[config.mk]
export PLATFORM = sky130hd
export DESIGN_NAME = region_window_splitter
export DESIGN_NICKNAME = d
export VERILOG_FILES = /design/src/rtl/rws_pkg.sv /design/src/rtl/rws_lowbit.sv /design/src/rtl/rws_highbit.sv /design/src/rtl/rws_step.sv /design/src/rtl/region_window_splitter.sv
export SDC_FILE = /design/constraint.sdc
export NUM_CORES = 2
export LEC_CHECK = 0
export ABC_CLOCK_PERIOD_IN_PS = 11160
export BUFFER_PORTS_ARGS = -buffer_cell sky130_fd_sc_hd__clkbuf_2
export CORE_MARGIN = 2
export CORE_UTILIZATION = 40
export CTS_BUF_LIST = sky130_fd_sc_hd__clkbuf_2 sky130_fd_sc_hd__clkbuf_4 sky130_fd_sc_hd__clkbuf_8
export DETAILED_ROUTE_END_ITERATION = 6
export PLACE_DENSITY_LB_ADDON = 0.05
export SYNTH_ARGS = -nofsm -noshare
export SYNTH_HDL_FRONTEND = slang
export SYNTH_SLANG_ARGS = --single-unit
[constraint.sdc]
create_clock -name clk -period 11.16 [get_ports clk]
set_input_delay 0.558 -clock clk [delete_from_list [all_inputs] [get_ports clk]]
set_output_delay 0.558 -clock clk [all_outputs]
set_load 0.01 [all_outputs]
[src/rtl/rws_pkg.sv]
package rws_pkg;
  typedef enum logic [1:0] {
    RWS_OK     = 2'd0,
    RWS_NOSLOT = 2'd1,
    RWS_ALIGN  = 2'd2
  } rws_status_e;

  typedef enum logic {
    RWS_IDLE = 1'b0,
    RWS_RUN  = 1'b1
  } rws_state_e;

  localparam int ATTR_W      = 32;
  localparam int ATTR_EN_BIT = 31;
  localparam int ATTR_RO_BIT = 28;
  localparam int ATTR_RD_LSB = 16;
  localparam int ATTR_WR_LSB = 12;
  localparam int ATTR_CODE_W = 6;
  localparam logic [3:0] ATTR_MEM_RW = 4'h4;
endpackage

[src/rtl/rws_lowbit.sv]
// Index of the lowest set bit; none_o when the vector is zero.
module rws_lowbit #(
  parameter int W  = 64,
  parameter int IW = $clog2(W)
) (
  input  logic [W-1:0]  vec_i,
  output logic [IW-1:0] idx_o,
  output logic          none_o
);
  logic [W-1:0] below;
  logic [W-1:0] hot;

  assign below[0] = 1'b0;
  for (genvar gi = 1; gi < W; gi++) begin : g_chain
    assign below[gi] = below[gi-1] | vec_i[gi-1];
  end
  assign hot    = vec_i & ~below;
  assign none_o = ~|vec_i;

  always_comb begin
    idx_o = '0;
    for (int i = 0; i < W; i++) begin
      if (hot[i]) idx_o = idx_o | IW'(i);
    end
  end
endmodule

[src/rtl/rws_highbit.sv]
// Index of the highest set bit (floor log2); zero for a zero vector.
module rws_highbit #(
  parameter int W  = 64,
  parameter int IW = $clog2(W)
) (
  input  logic [W-1:0]  vec_i,
  output logic [IW-1:0] idx_o
);
  logic [W-1:0] above;
  logic [W-1:0] hot;

  assign above[W-1] = 1'b0;
  for (genvar gi = 0; gi < W-1; gi++) begin : g_chain
    assign above[gi] = above[gi+1] | vec_i[gi+1];
  end
  assign hot = vec_i & ~above;

  always_comb begin
    idx_o = '0;
    for (int i = 0; i < W; i++) begin
      if (hot[i]) idx_o = idx_o | IW'(i);
    end
  end
endmodule

[src/rtl/rws_step.sv]
// One split step: largest aligned window fitting the remaining length.
module rws_step #(
  parameter int W  = 64,
  parameter int IW = $clog2(W)
) (
  input  logic [W-1:0]  loc_i,
  input  logic [W-1:0]  bus_i,
  input  logic [W-1:0]  rem_i,
  output logic [IW-1:0] exp_o,
  output logic [W-1:0]  size_o
);
  logic [IW-1:0] fit_exp;
  logic [IW-1:0] algn_exp;
  logic          algn_none;

  rws_highbit #(.W(W), .IW(IW)) u_fit (
    .vec_i (rem_i),
    .idx_o (fit_exp)
  );

  rws_lowbit #(.W(W), .IW(IW)) u_algn (
    .vec_i  (loc_i | bus_i),
    .idx_o  (algn_exp),
    .none_o (algn_none)
  );

  always_comb begin
    if (algn_none || (fit_exp < algn_exp)) exp_o = fit_exp;
    else                                   exp_o = algn_exp;
    size_o = {{(W-1){1'b0}}, 1'b1} << exp_o;
  end
endmodule

[src/rtl/region_window_splitter.sv]
module region_window_splitter
  import rws_pkg::*;
#(
  parameter int ADDR_W    = 64,
  parameter int NUM_SLOTS = 5,
  parameter int MIN_EXP   = 12,
  parameter int SLOT_W    = $clog2(NUM_SLOTS + 1),
  parameter int EXP_W     = $clog2(ADDR_W)
) (
  input  logic              clk,
  input  logic              rst_n,
  input  logic              start_i,
  input  logic [SLOT_W-1:0] first_slot_i,
  input  logic [ADDR_W-1:0] loc_addr_i,
  input  logic [ADDR_W-1:0] bus_addr_i,
  input  logic [ADDR_W-1:0] len_i,
  input  logic              prefetch_i,
  output logic              win_valid_o,
  output logic [SLOT_W-1:0] win_slot_o,
  output logic [ADDR_W-1:0] win_loc_o,
  output logic [ADDR_W-1:0] win_bus_o,
  output logic [EXP_W-1:0]  win_exp_o,
  output logic [31:0]       win_attr_o,
  output logic              done_o,
  output logic [1:0]        status_o,
  output logic [SLOT_W-1:0] used_o
);
  localparam logic [SLOT_W-1:0] SLOT_LIM = SLOT_W'(NUM_SLOTS);
  localparam logic [EXP_W-1:0]  EXP_LIM  = EXP_W'(MIN_EXP);

  // Working state
  rws_state_e        st_q, st_d;
  logic [ADDR_W-1:0] loc_q, loc_d, bus_q, bus_d, rem_q, rem_d;
  logic [SLOT_W-1:0] slot_q, slot_d, cnt_q, cnt_d;
  logic              pf_q, pf_d;
  logic              work_en;

  // Output registers
  logic              vld_d, done_d;
  logic [SLOT_W-1:0] oslot_d, used_d;
  logic [ADDR_W-1:0] oloc_d, obus_d;
  logic [EXP_W-1:0]  oexp_d;
  logic [31:0]       attr_d;
  rws_status_e       stat_q, stat_d;
  logic              win_en, fin_en;

  // Step datapath
  logic [EXP_W-1:0]  step_exp;
  logic [ADDR_W-1:0] step_size;

  rws_step #(.W(ADDR_W), .IW(EXP_W)) u_step (
    .loc_i  (loc_q),
    .bus_i  (bus_q),
    .rem_i  (rem_q),
    .exp_o  (step_exp),
    .size_o (step_size)
  );

  always_comb begin
    attr_d = '0;
    attr_d[ATTR_EN_BIT]                  = 1'b1;
    attr_d[ATTR_RO_BIT]                  = pf_q;
    attr_d[ATTR_RD_LSB +: 4]             = ATTR_MEM_RW;
    attr_d[ATTR_WR_LSB +: 4]             = ATTR_MEM_RW;
    attr_d[ATTR_CODE_W-1:0]              = ATTR_CODE_W'(step_exp - EXP_W'(1));
  end

  // Next-state process
  always_comb begin
    st_d    = st_q;
    loc_d   = loc_q;
    bus_d   = bus_q;
    rem_d   = rem_q;
    slot_d  = slot_q;
    cnt_d   = cnt_q;
    pf_d    = pf_q;
    work_en = 1'b0;
    vld_d   = 1'b0;
    done_d  = 1'b0;
    win_en  = 1'b0;
    fin_en  = 1'b0;
    oslot_d = slot_q;
    oloc_d  = loc_q;
    obus_d  = bus_q;
    oexp_d  = step_exp;
    stat_d  = stat_q;
    used_d  = cnt_q;
    unique case (st_q)
      RWS_IDLE: begin
        if (start_i) begin
          work_en = 1'b1;
          st_d    = RWS_RUN;
          loc_d   = loc_addr_i;
          bus_d   = bus_addr_i;
          rem_d   = len_i;
          slot_d  = first_slot_i;
          cnt_d   = '0;
          pf_d    = prefetch_i;
        end
      end
      RWS_RUN: begin
        if (rem_q == '0) begin
          st_d   = RWS_IDLE;
          done_d = 1'b1;
          fin_en = 1'b1;
          stat_d = RWS_OK;
        end else if (slot_q >= SLOT_LIM) begin
          st_d   = RWS_IDLE;
          done_d = 1'b1;
          fin_en = 1'b1;
          stat_d = RWS_NOSLOT;
        end else if (step_exp < EXP_LIM) begin
          st_d   = RWS_IDLE;
          done_d = 1'b1;
          fin_en = 1'b1;
          stat_d = RWS_ALIGN;
        end else begin
          work_en = 1'b1;
          vld_d   = 1'b1;
          win_en  = 1'b1;
          loc_d   = loc_q + step_size;
          bus_d   = bus_q + step_size;
          rem_d   = rem_q - step_size;
          slot_d  = slot_q + SLOT_W'(1);
          cnt_d   = cnt_q + SLOT_W'(1);
        end
      end
      default: st_d = RWS_IDLE;
    endcase
  end

  // Register process
  always_ff @(posedge clk or negedge rst_n) begin
    if (!rst_n) begin
      st_q        <= RWS_IDLE;
      loc_q       <= '0;
      bus_q       <= '0;
      rem_q       <= '0;
      slot_q      <= '0;
      cnt_q       <= '0;
      pf_q        <= 1'b0;
      win_valid_o <= 1'b0;
      done_o      <= 1'b0;
      win_slot_o  <= '0;
      win_loc_o   <= '0;
      win_bus_o   <= '0;
      win_exp_o   <= '0;
      win_attr_o  <= '0;
      stat_q      <= RWS_OK;
      used_o      <= '0;
    end else begin
      st_q        <= st_d;
      win_valid_o <= vld_d;
      done_o      <= done_d;
      if (work_en) begin
        loc_q  <= loc_d;
        bus_q  <= bus_d;
        rem_q  <= rem_d;
        slot_q <= slot_d;
        cnt_q  <= cnt_d;
        pf_q   <= pf_d;
      end
      if (win_en) begin
        win_slot_o <= oslot_d;
        win_loc_o  <= oloc_d;
        win_bus_o  <= obus_d;
        win_exp_o  <= oexp_d;
        win_attr_o <= attr_d;
      end
      if (fin_en) begin
        stat_q <= stat_d;
        used_o <= used_d;
      end
    end
  end

  assign status_o = stat_q;


  granule_floor_chk: assert property (@(posedge clk) disable iff (!rst_n)
    win_valid_o |-> (win_exp_o >= EXP_LIM));


  slot_range_chk: assert property (@(posedge clk) disable iff (!rst_n)
    win_valid_o |-> (win_slot_o < SLOT_LIM));


  base_align_chk: assert property (@(posedge clk) disable iff (!rst_n)
    win_valid_o |-> (((win_loc_o | win_bus_o) &
      (({{(ADDR_W-1){1'b0}}, 1'b1} << win_exp_o) - 1'b1)) == '0));


  contiguous_chk: assert property (@(posedge clk) disable iff (!rst_n)
    (win_valid_o && $past(win_valid_o)) |->
      (win_loc_o == $past(win_loc_o) + ({{(ADDR_W-1){1'b0}}, 1'b1} << $past(win_exp_o))));


  slot_step_chk: assert property (@(posedge clk) disable iff (!rst_n)
    (win_valid_o && $past(win_valid_o)) |-> (win_slot_o == $past(win_slot_o) + SLOT_W'(1)));


  done_excl_chk: assert property (@(posedge clk) disable iff (!rst_n)
    !(done_o && win_valid_o));


  done_pulse_chk: assert property (@(posedge clk) disable iff (!rst_n)
    done_o |=> !done_o);


  size_code_chk: assert property (@(posedge clk) disable iff (!rst_n)
    win_valid_o |-> (win_attr_o[ATTR_CODE_W-1:0] == ATTR_CODE_W'(win_exp_o - EXP_W'(1))));
endmodule

After elaboration in Yosys (flattened, before gate mapping):

Cells that the tools add are included.
Widths: inputs -> output; s select.

* logic and storage cells: 403
* output and inout bits: 176
* bits in registers: 354
* input bits: 199

* equality and inequality tests: 5
* mux-type cells: 233
* reduce and logical (&&, ||, !) cells: 9
* magnitude comparators: 3
* bitwise gates (word level): 130
* shift-type cells: 1
* add/subtract/negate cells: 6

Operators with widths (number)
* $mux 64: 33
* $mux 6: 65
* $pmux 64 s2: 3
* $mux 5: 32
* $add 64x64->64: 2
* $and 64x64->64: 2
* $or 1x1->1: 124
* $mux 3: 30
* $logic_not 64->1: 1
* $mux 4: 16
* $not 63->64: 1
* $not 64->64: 1
* $or 64x64->64: 1
* $reduce_or 64->1: 1
* $shl 1x6->64 const A: 1
* $sub 64x64->64: 1
* $mux 1: 37
* $mux 2: 13
* $pmux 3 s2: 2
* $add 3x1->3 const B: 2
* $lt 6x4->1 const B: 1
* $lt 6x6->1: 1
* $ne 2x2->1 const B: 3
* $reduce_and 3->1: 2
* 11 further kinds: 12

Longest topological paths before layout:

* word-level depth: 143
* mapped depth: 37
* depth with buffers taken out: 34

By module:

A second synthesis with hierarchy kept.

* cells, all modules: 3934
* area total of the unflattened synthesis: 30072.6 um^2

By module, submodules not included
* region_window_splitter: times used 1, cells each 3289, area an instance 26138.8 um^2
* rws_step: times used 1, cells each 355, area an instance 2154.6 um^2
* rws_lowbit: times used 1, cells each 180, area an instance 1093.5 um^2
* rws_highbit: times used 1, cells each 110, area an instance 685.7 um^2

Least setup slack after synthesis:

No wires, ideal clock.

* path type: register to register
* start: register loc_q[27]
* end: register bus_q[48]
* clock period less this slack: 7959 ps
* data required time: 11032 ps
* arrival time: 7831 ps
* path slack: 3201 ps
* stages on the path, launching flop included: 35
* setup time: 128 ps
* cells stage by stage: dfrtp_1 > nor4_2 > nand3_1 > nor4_2 > buf_2 > nand2_1 > nor3_1 > or3_1 > inv_1 > ha_1 > a21o_1 > a21o_1 > a221oi_1 > a32o_1 > a31oi_1 > buf_2 > nand2_1 > o21ai_0 > ha_1 > clkbuf_1 > and3_1 > ha_1 > fa_1 > a21o_1 > a21o_1 > a2111o_1 > and3_1 > o2111ai_1 > a2111oi_0 > o31a_1 > or2_1 > a21oi_1 > nor4_1 > or4_1 > mux2_1

* cells in the longest elaborated chain, start to end: 55
* elaborated cells between the ends (all ways): 106

RTL lines
* start: declaration: line region_window_splitter.sv:33 `logic [ADDR_W-1:0] loc_q, loc_d, bus_q, bus_d, rem_q, rem_d;`
* start signal: assignment: line region_window_splitter.sv:156 `loc_q <= loc_d;`
* $or 64x64->64 (*): line rws_step.sv:22 `.vec_i (loc_i | bus_i),`
* $or 1x1->1: line rws_lowbit.sv:15 `assign below[gi] = below[gi-1] | vec_i[gi-1];`
* $or 1x1->1 or $not 64->64 (tied branches): line rws_lowbit.sv:15, rws_lowbit.sv:17
* $not 64->64 (tied with other cells): line rws_lowbit.sv:17 `assign hot = vec_i & ~below;`
* $and 64x64->64 (tied with other cells): line rws_lowbit.sv:17
* $mux 5 (tied with other cells) (3 in series): line rws_lowbit.sv:23 `if (hot[i]) idx_o = idx_o | IW'(i);`
* $mux 6 (tied with other cells) (30 in series): line rws_lowbit.sv:23
* $mux 6 or $and 64x64->64 (tied branches): line rws_lowbit.sv:23, rws_lowbit.sv:17
* [... 8 more ...]
* $mux 64 or $mux 1 (tied branches): line region_window_splitter.sv:102, region_window_splitter.sv:88
* $mux 64 or $mux 1 (tied branches): line region_window_splitter.sv:88, region_window_splitter.sv:107
* $mux 64 or $mux 1 (tied branches): line region_window_splitter.sv:107, region_window_splitter.sv:102
* $mux 64 or $mux 1 (tied branches): line region_window_splitter.sv:102, region_window_splitter.sv:88
* $mux 64 or $mux 1 (tied branches): line region_window_splitter.sv:88, region_window_splitter.sv:102
* $mux 64 or $mux 1 (tied branches): line region_window_splitter.sv:102, region_window_splitter.sv:88
* $mux 64 or $pmux 1 s2 (tied branches): line region_window_splitter.sv:88 `unique case (st_q)`
* $pmux 64 s2 or $reduce_and 5->1 (tied branches)
* end signal: assignment: line region_window_splitter.sv:157 `bus_q <= bus_d;`
* end: declaration: line region_window_splitter.sv:33

Every way passes the cells marked *; elsewhere a longest branch is shown, timed or not. The select of a mux whose other input is x is not followed.
A chain may end at the register's enable or synchronous reset.

Worst setup path in the final report:

* start: register loc_q[12]
* end: register loc_q[60]

* cells in the longest elaborated chain, start to end: 70
* elaborated cells between the ends (all ways): 136

RTL lines
* $or 64x64->64 (*): line rws_step.sv:22
* $or 1x1->1: line rws_lowbit.sv:15
* $not 64->64 or $or 1x1->1 (tied branches): line rws_lowbit.sv:17, rws_lowbit.sv:15
* $and 64x64->64 (tied with other cells): line rws_lowbit.sv:17
* $mux 4 (tied with other cells) (3 in series): line rws_lowbit.sv:23
* $mux 5 (tied with other cells) (16 in series): line rws_lowbit.sv:23
* $mux 6 (tied with other cells) (30 in series): line rws_lowbit.sv:23
* $mux 6 or $and 64x64->64 (tied branches): line rws_lowbit.sv:23, rws_lowbit.sv:17
* [... 4 more ...]
* named net oexp_d[1]: line region_window_splitter.sv:42 `logic [EXP_W-1:0] oexp_d;`
* [... 4 more ...]
* $mux 64 or $mux 1 (tied branches): line region_window_splitter.sv:102, region_window_splitter.sv:88
* $mux 64 or $mux 1 (tied branches): line region_window_splitter.sv:88, region_window_splitter.sv:107
* $mux 64 or $mux 1 (tied branches): line region_window_splitter.sv:107, region_window_splitter.sv:102
* $mux 64 or $mux 1 (tied branches): line region_window_splitter.sv:102, region_window_splitter.sv:88
* $mux 64 or $mux 1 (tied branches): line region_window_splitter.sv:88, region_window_splitter.sv:102
* $mux 64 or $mux 1 (tied branches): line region_window_splitter.sv:102, region_window_splitter.sv:88
* $mux 64 or $pmux 1 s2 (tied branches): line region_window_splitter.sv:88
* $pmux 64 s2 or $reduce_and 5->1 (tied branches)

The timed path passes the listed nets; every way through them passes the cells marked *. The select of a mux whose other input is x is not followed.

==> flow_metrics.env <==
export IMPL_yosys_register_bits=352
export IMPL_power_frac_clock_pct=31.3
export IMPL_synth_edf_count=0
export IMPL_cpMostUsedCell="sky130_fd_sc_hd__o21ai_0"
export IMPL_dpl_cell_count=4435
export IMPL_netlist_top_cells_area="sky130_fd_sc_hd__dfrtp_1 32%, sky130_fd_sc_hd__ha_1 9.1%, sky130_fd_sc_hd__a21oi_1 6.8%"
export IMPL_kind_of_cell_adding_the_most_delay_to_the_critical_path="compound AO/OA/AOI/OAI gates"
export IMPL_hold_violations=0
export IMPL_share_comb_of_total_power_pct=31.2
export IMPL_crit_path_dat_ns=11.03
export IMPL_postRouteWirelength_mm=111
export IMPL_starting_density_of_the_core_pct=40.5
export IMPL_mostFrequentLayoutCells="376 x sky130_fd_sc_hd__a21oi_1, 351 x sky130_fd_sc_hd__dfrtp_1, 351 x sky130_fd_sc_hd__clkbuf_2"
export IMPL_die_x_um=268
export IMPL_hold_path_class="in -> reg"
export IMPL_post_synth_top_area_cell="sky130_fd_sc_hd__dfrtp_1"
export IMPL_timing_critical_path_fanout_max=12
export IMPL_drtIter0Drc=1990
export IMPL_cp_slowest_cell="sky130_fd_sc_hd__o21ai_0"
export IMPL_final_layout_size_suffix_gt1_share_pct=19.1
export IMPL_finalNonFillerCells=4555
export IMPL_areaGrowthSynthToFinish_pct=14.4
export IMPL_worstRegToRegCells=33
export IMPL_final_nets=3981
export IMPL_final_min_period_over_clock_period_pct=93.9
export IMPL_post_dp_hpwl_mm=87.8
export IMPL_p_leak_nw=15.8
export IMPL_synthDistinctLibCells=89
export IMPL_ioPinCount=375
export IMPL_power_switching_mw=1.72
export IMPL_cts_setup_buffers=0
export IMPL_setup_viol=0
export IMPL_cts_tree="built"
export IMPL_power_total_mw=4.47
export IMPL_avgSynthCellArea_um2=8.56
export IMPL_run_status="complete, but fails checks"
export IMPL_placement_rows=96
export IMPL_clk_pin_slew_ns=0.06
export IMPL_fmaxAchievable_mhz=95.4
export IMPL_failing_checks="DRC"
export IMPL_slew_viol_final=0
export IMPL_htreeDepth=3
export IMPL_clk_root_buffer_cell="sky130_fd_sc_hd__clkbuf_8"
export IMPL_hold_end="pf_q"
export IMPL_ys_seq_area_share_pct=31.7
export IMPL_tritoncts_num_buffers=70
export IMPL_rrSetupSlack_ns=0.68
export IMPL_dr_total_vias=26500
export IMPL_finalClockSkew_ns=0.0355
export IMPL_post_synth_top_area_fraction_pct=31.7
export IMPL_overall_track_demand_over_capacity_in_global_routing_pct=30.4
export IMPL_cts_buffer_depth=3
export IMPL_n_fill_cell=6975
export IMPL_internal_pwr_total_mw=2.75
export IMPL_power_sequential_fraction_pct=37.5
export IMPL_power_density_nw_per_um2=140
export IMPL_globalplace_congestion=0.977
export IMPL_grt_max_degree=156
export IMPL_post_drt_via_cell_ratio=5.82
export IMPL_first_global_vias=25900
export IMPL_worstPathRequired_ns=11.71
export IMPL_critPathMaxStageDelay_ns=0.65
export IMPL_async_flop_share_pct=100
export IMPL_dpl_worst_slack_ns=0.961
export IMPL_regToRegEndpoint="loc_q[60]"
export IMPL_clk_latency_ns=0.67
export IMPL_y_dimension_of_the_die_um=268
export IMPL_timing_worst_setup_path_type="reg -> reg"
export IMPL_grt_first_pass_wirelength_mm=164
export IMPL_layout_cells_most_common="sky130_fd_sc_hd__a21oi_1"
export IMPL_cap_viol_max_count=0
export IMPL_worstHoldPathCells=3
export IMPL_area_of_all_placed_cells_without_fillers_um2=31800
export IMPL_sw_frac_of_total_pct=38.4
export IMPL_r2r_start="loc_q[12]"
export IMPL_timing_critical_path_from_type="register"
export IMPL_antenna_violations_before_repair=4
export IMPL_drcViolationCount=1
export IMPL_path_buf_inv=4
export IMPL_synthFlopType="sky130_fd_sc_hd__dfrtp_1"
export IMPL_ys_warn_count=0
export IMPL_worstMarginPinSlew_ns=1.07
export IMPL_netlist_area_um2=27800
export IMPL_end_kind="register"
export IMPL_hold_path_startpoint="prefetch_i"
export IMPL_max_slew_margin_rel_pct=28.1
export IMPL_tritoncts_sinks=352
export IMPL_antenna_viol_nets_final=0
export IMPL_die_area_um2=71700
export IMPL_power_ir_vdd_worst_mv=0.112
export IMPL_synth_cells=3249
export IMPL_dpl_cell_area_um2=30400
export IMPL_grt_overflow_total=0
export IMPL_totalNegativeSetupSlack_ns=0
export IMPL_total_iterations_of_the_first_detailed_routing_run=7
export IMPL_core_area_um2=68700
export IMPL_port_buffers=352
export IMPL_rsz0062_at_grt="false"
export IMPL_layout_min_cycle_time_ns=10.48
export IMPL_cts_hold_buffers_added=1
export IMPL_post_route_worst_setup_slack_ns=0.678
export IMPL_cts_repair_resize_count=0
export IMPL_routed_length_per_placed_instance_um=24.4
## cell usage after synthesis, types with 8 or more instances
cell                        count
sky130_fd_sc_hd__a2111oi_0     10
sky130_fd_sc_hd__a211o_1       12
sky130_fd_sc_hd__a211oi_1      25
sky130_fd_sc_hd__a21o_1       126
sky130_fd_sc_hd__a21oi_1      376
sky130_fd_sc_hd__a221o_1        9
sky130_fd_sc_hd__a221oi_1       9
sky130_fd_sc_hd__a22oi_1        8
sky130_fd_sc_hd__a31oi_1       45
sky130_fd_sc_hd__and2_1        26
sky130_fd_sc_hd__and3_1        45
sky130_fd_sc_hd__and4_1         9
sky130_fd_sc_hd__buf_2         55
sky130_fd_sc_hd__buf_4         25
sky130_fd_sc_hd__clkbuf_1      62
sky130_fd_sc_hd__dfrtp_1      352
sky130_fd_sc_hd__ha_1         202
sky130_fd_sc_hd__inv_1        131
sky130_fd_sc_hd__mux2_2       137
sky130_fd_sc_hd__mux2i_1      119
sky130_fd_sc_hd__nand2_1      269
sky130_fd_sc_hd__nand2b_1      23
sky130_fd_sc_hd__nand3_1       85
sky130_fd_sc_hd__nand4_1       34
sky130_fd_sc_hd__nor2_1       318
sky130_fd_sc_hd__nor2b_1       37
sky130_fd_sc_hd__nor3_1        51
sky130_fd_sc_hd__nor3b_1        8
sky130_fd_sc_hd__nor4_1        38
sky130_fd_sc_hd__nor4_2        13
sky130_fd_sc_hd__o211ai_1      19
sky130_fd_sc_hd__o21a_1        24
sky130_fd_sc_hd__o21ai_0      163
sky130_fd_sc_hd__o21ai_1       15
sky130_fd_sc_hd__o21bai_1      32
sky130_fd_sc_hd__o22ai_1       15
sky130_fd_sc_hd__o31ai_1       20
sky130_fd_sc_hd__or2_2         15
sky130_fd_sc_hd__or3_1         11
sky130_fd_sc_hd__or4_1         10
sky130_fd_sc_hd__xnor2_1      107
sky130_fd_sc_hd__xor2_1        52
## power groups by stage
stage	combinational, mW	sequential, mW	clock [mW]
after global routing	1.54	1.70	1.49
after global placement	1.37	1.69	0
after CTS	1.39	1.67	1.43
after floorplan	1.01	1.58	0
after detailed placement	1.38	1.70	0
final	1.39	1.68	1.40
## layer usage
metal	up-vias	GRT usage, %	wire length [um]
li1	12500	-	-
met1	12900	44.5	53500
met2	937	46.4	48400
met3	146	3.67	6020
met4	0	9.57	2980
met5	-	0	0
## cell families after synthesis
group                    synth area share, %
AO/OA/AOI/OAI                           21.7
XOR/XNOR                                5.01
adder cells (fa/ha/maj)                 9.30
buffers and inverters                   4.38
flip-flops                              31.7
multiplexers                            9.95
other                                 0.0135
AND/OR/NAND/NOR                         18.0
## through the flow
stage / hold WS [ns] / util, %
after floorplan: 0.262 / -
final: 0.122 / 46.3
after detailed placement: 0.464 / 44.3
after global routing: 0.103 / 46.3
after global placement: 0.458 / 44.3
after CTS: 0.0806 / 46.3
## worst max-delay path by stage
stage	from	end	slack, ns	depth (start not counted)
global route	loc_q[12]	bus_q[63]	0.09	31
floorplan	loc_q[27]	bus_q[48]	3.20	34
CTS	loc_q[12]	bus_q[48]	0.89	33
global placement	loc_q[12]	bus_q[48]	1.01	31
finish	loc_q[12]	loc_q[60]	0.68	33
detailed placement	loc_q[12]	bus_q[48]	0.96	33
## area by class of cell
class	count	area, um2	share of cell area [%]
antenna	2	5.00	0.0157
clock buffer	102	1270	4.00
clock inverter	15	136	0.428
inverter	133	507	1.59
multi-input combinational	2639	17900	56.2
sequential	352	8810	27.7
tap	931	1160	3.66
timing repair buffer	381	2040	6.42
## state kept, by name, indices dropped and copies added, names as in the netlist, 2 cells and up
name / cells
bus_q: 64
loc_q: 64
rem_q: 64
win_bus_o: 64
win_loc_o: 64
win_attr_o: 8
win_exp_o: 6
cnt_q: 3
oslot_d: 3
used_o: 3
win_slot_o: 3
status_o: 2
## worst reg2reg max path: cells and delay by family, from the launching register on
| kind | cells | cell delay (ns) |
|---|---|---|
| adders and majority gates | 3 | 1.04 |
| and+or+nand+nor | 9 | 3.14 |
| DFF | 1 | 0.43 |
| muxes | 1 | 0.36 |
| AOI/OAI and AO/OA | 16 | 4.84 |
| buffers and inverters | 4 | 0.58 |
Note: power is estimated with default switching activity, not from simulation.
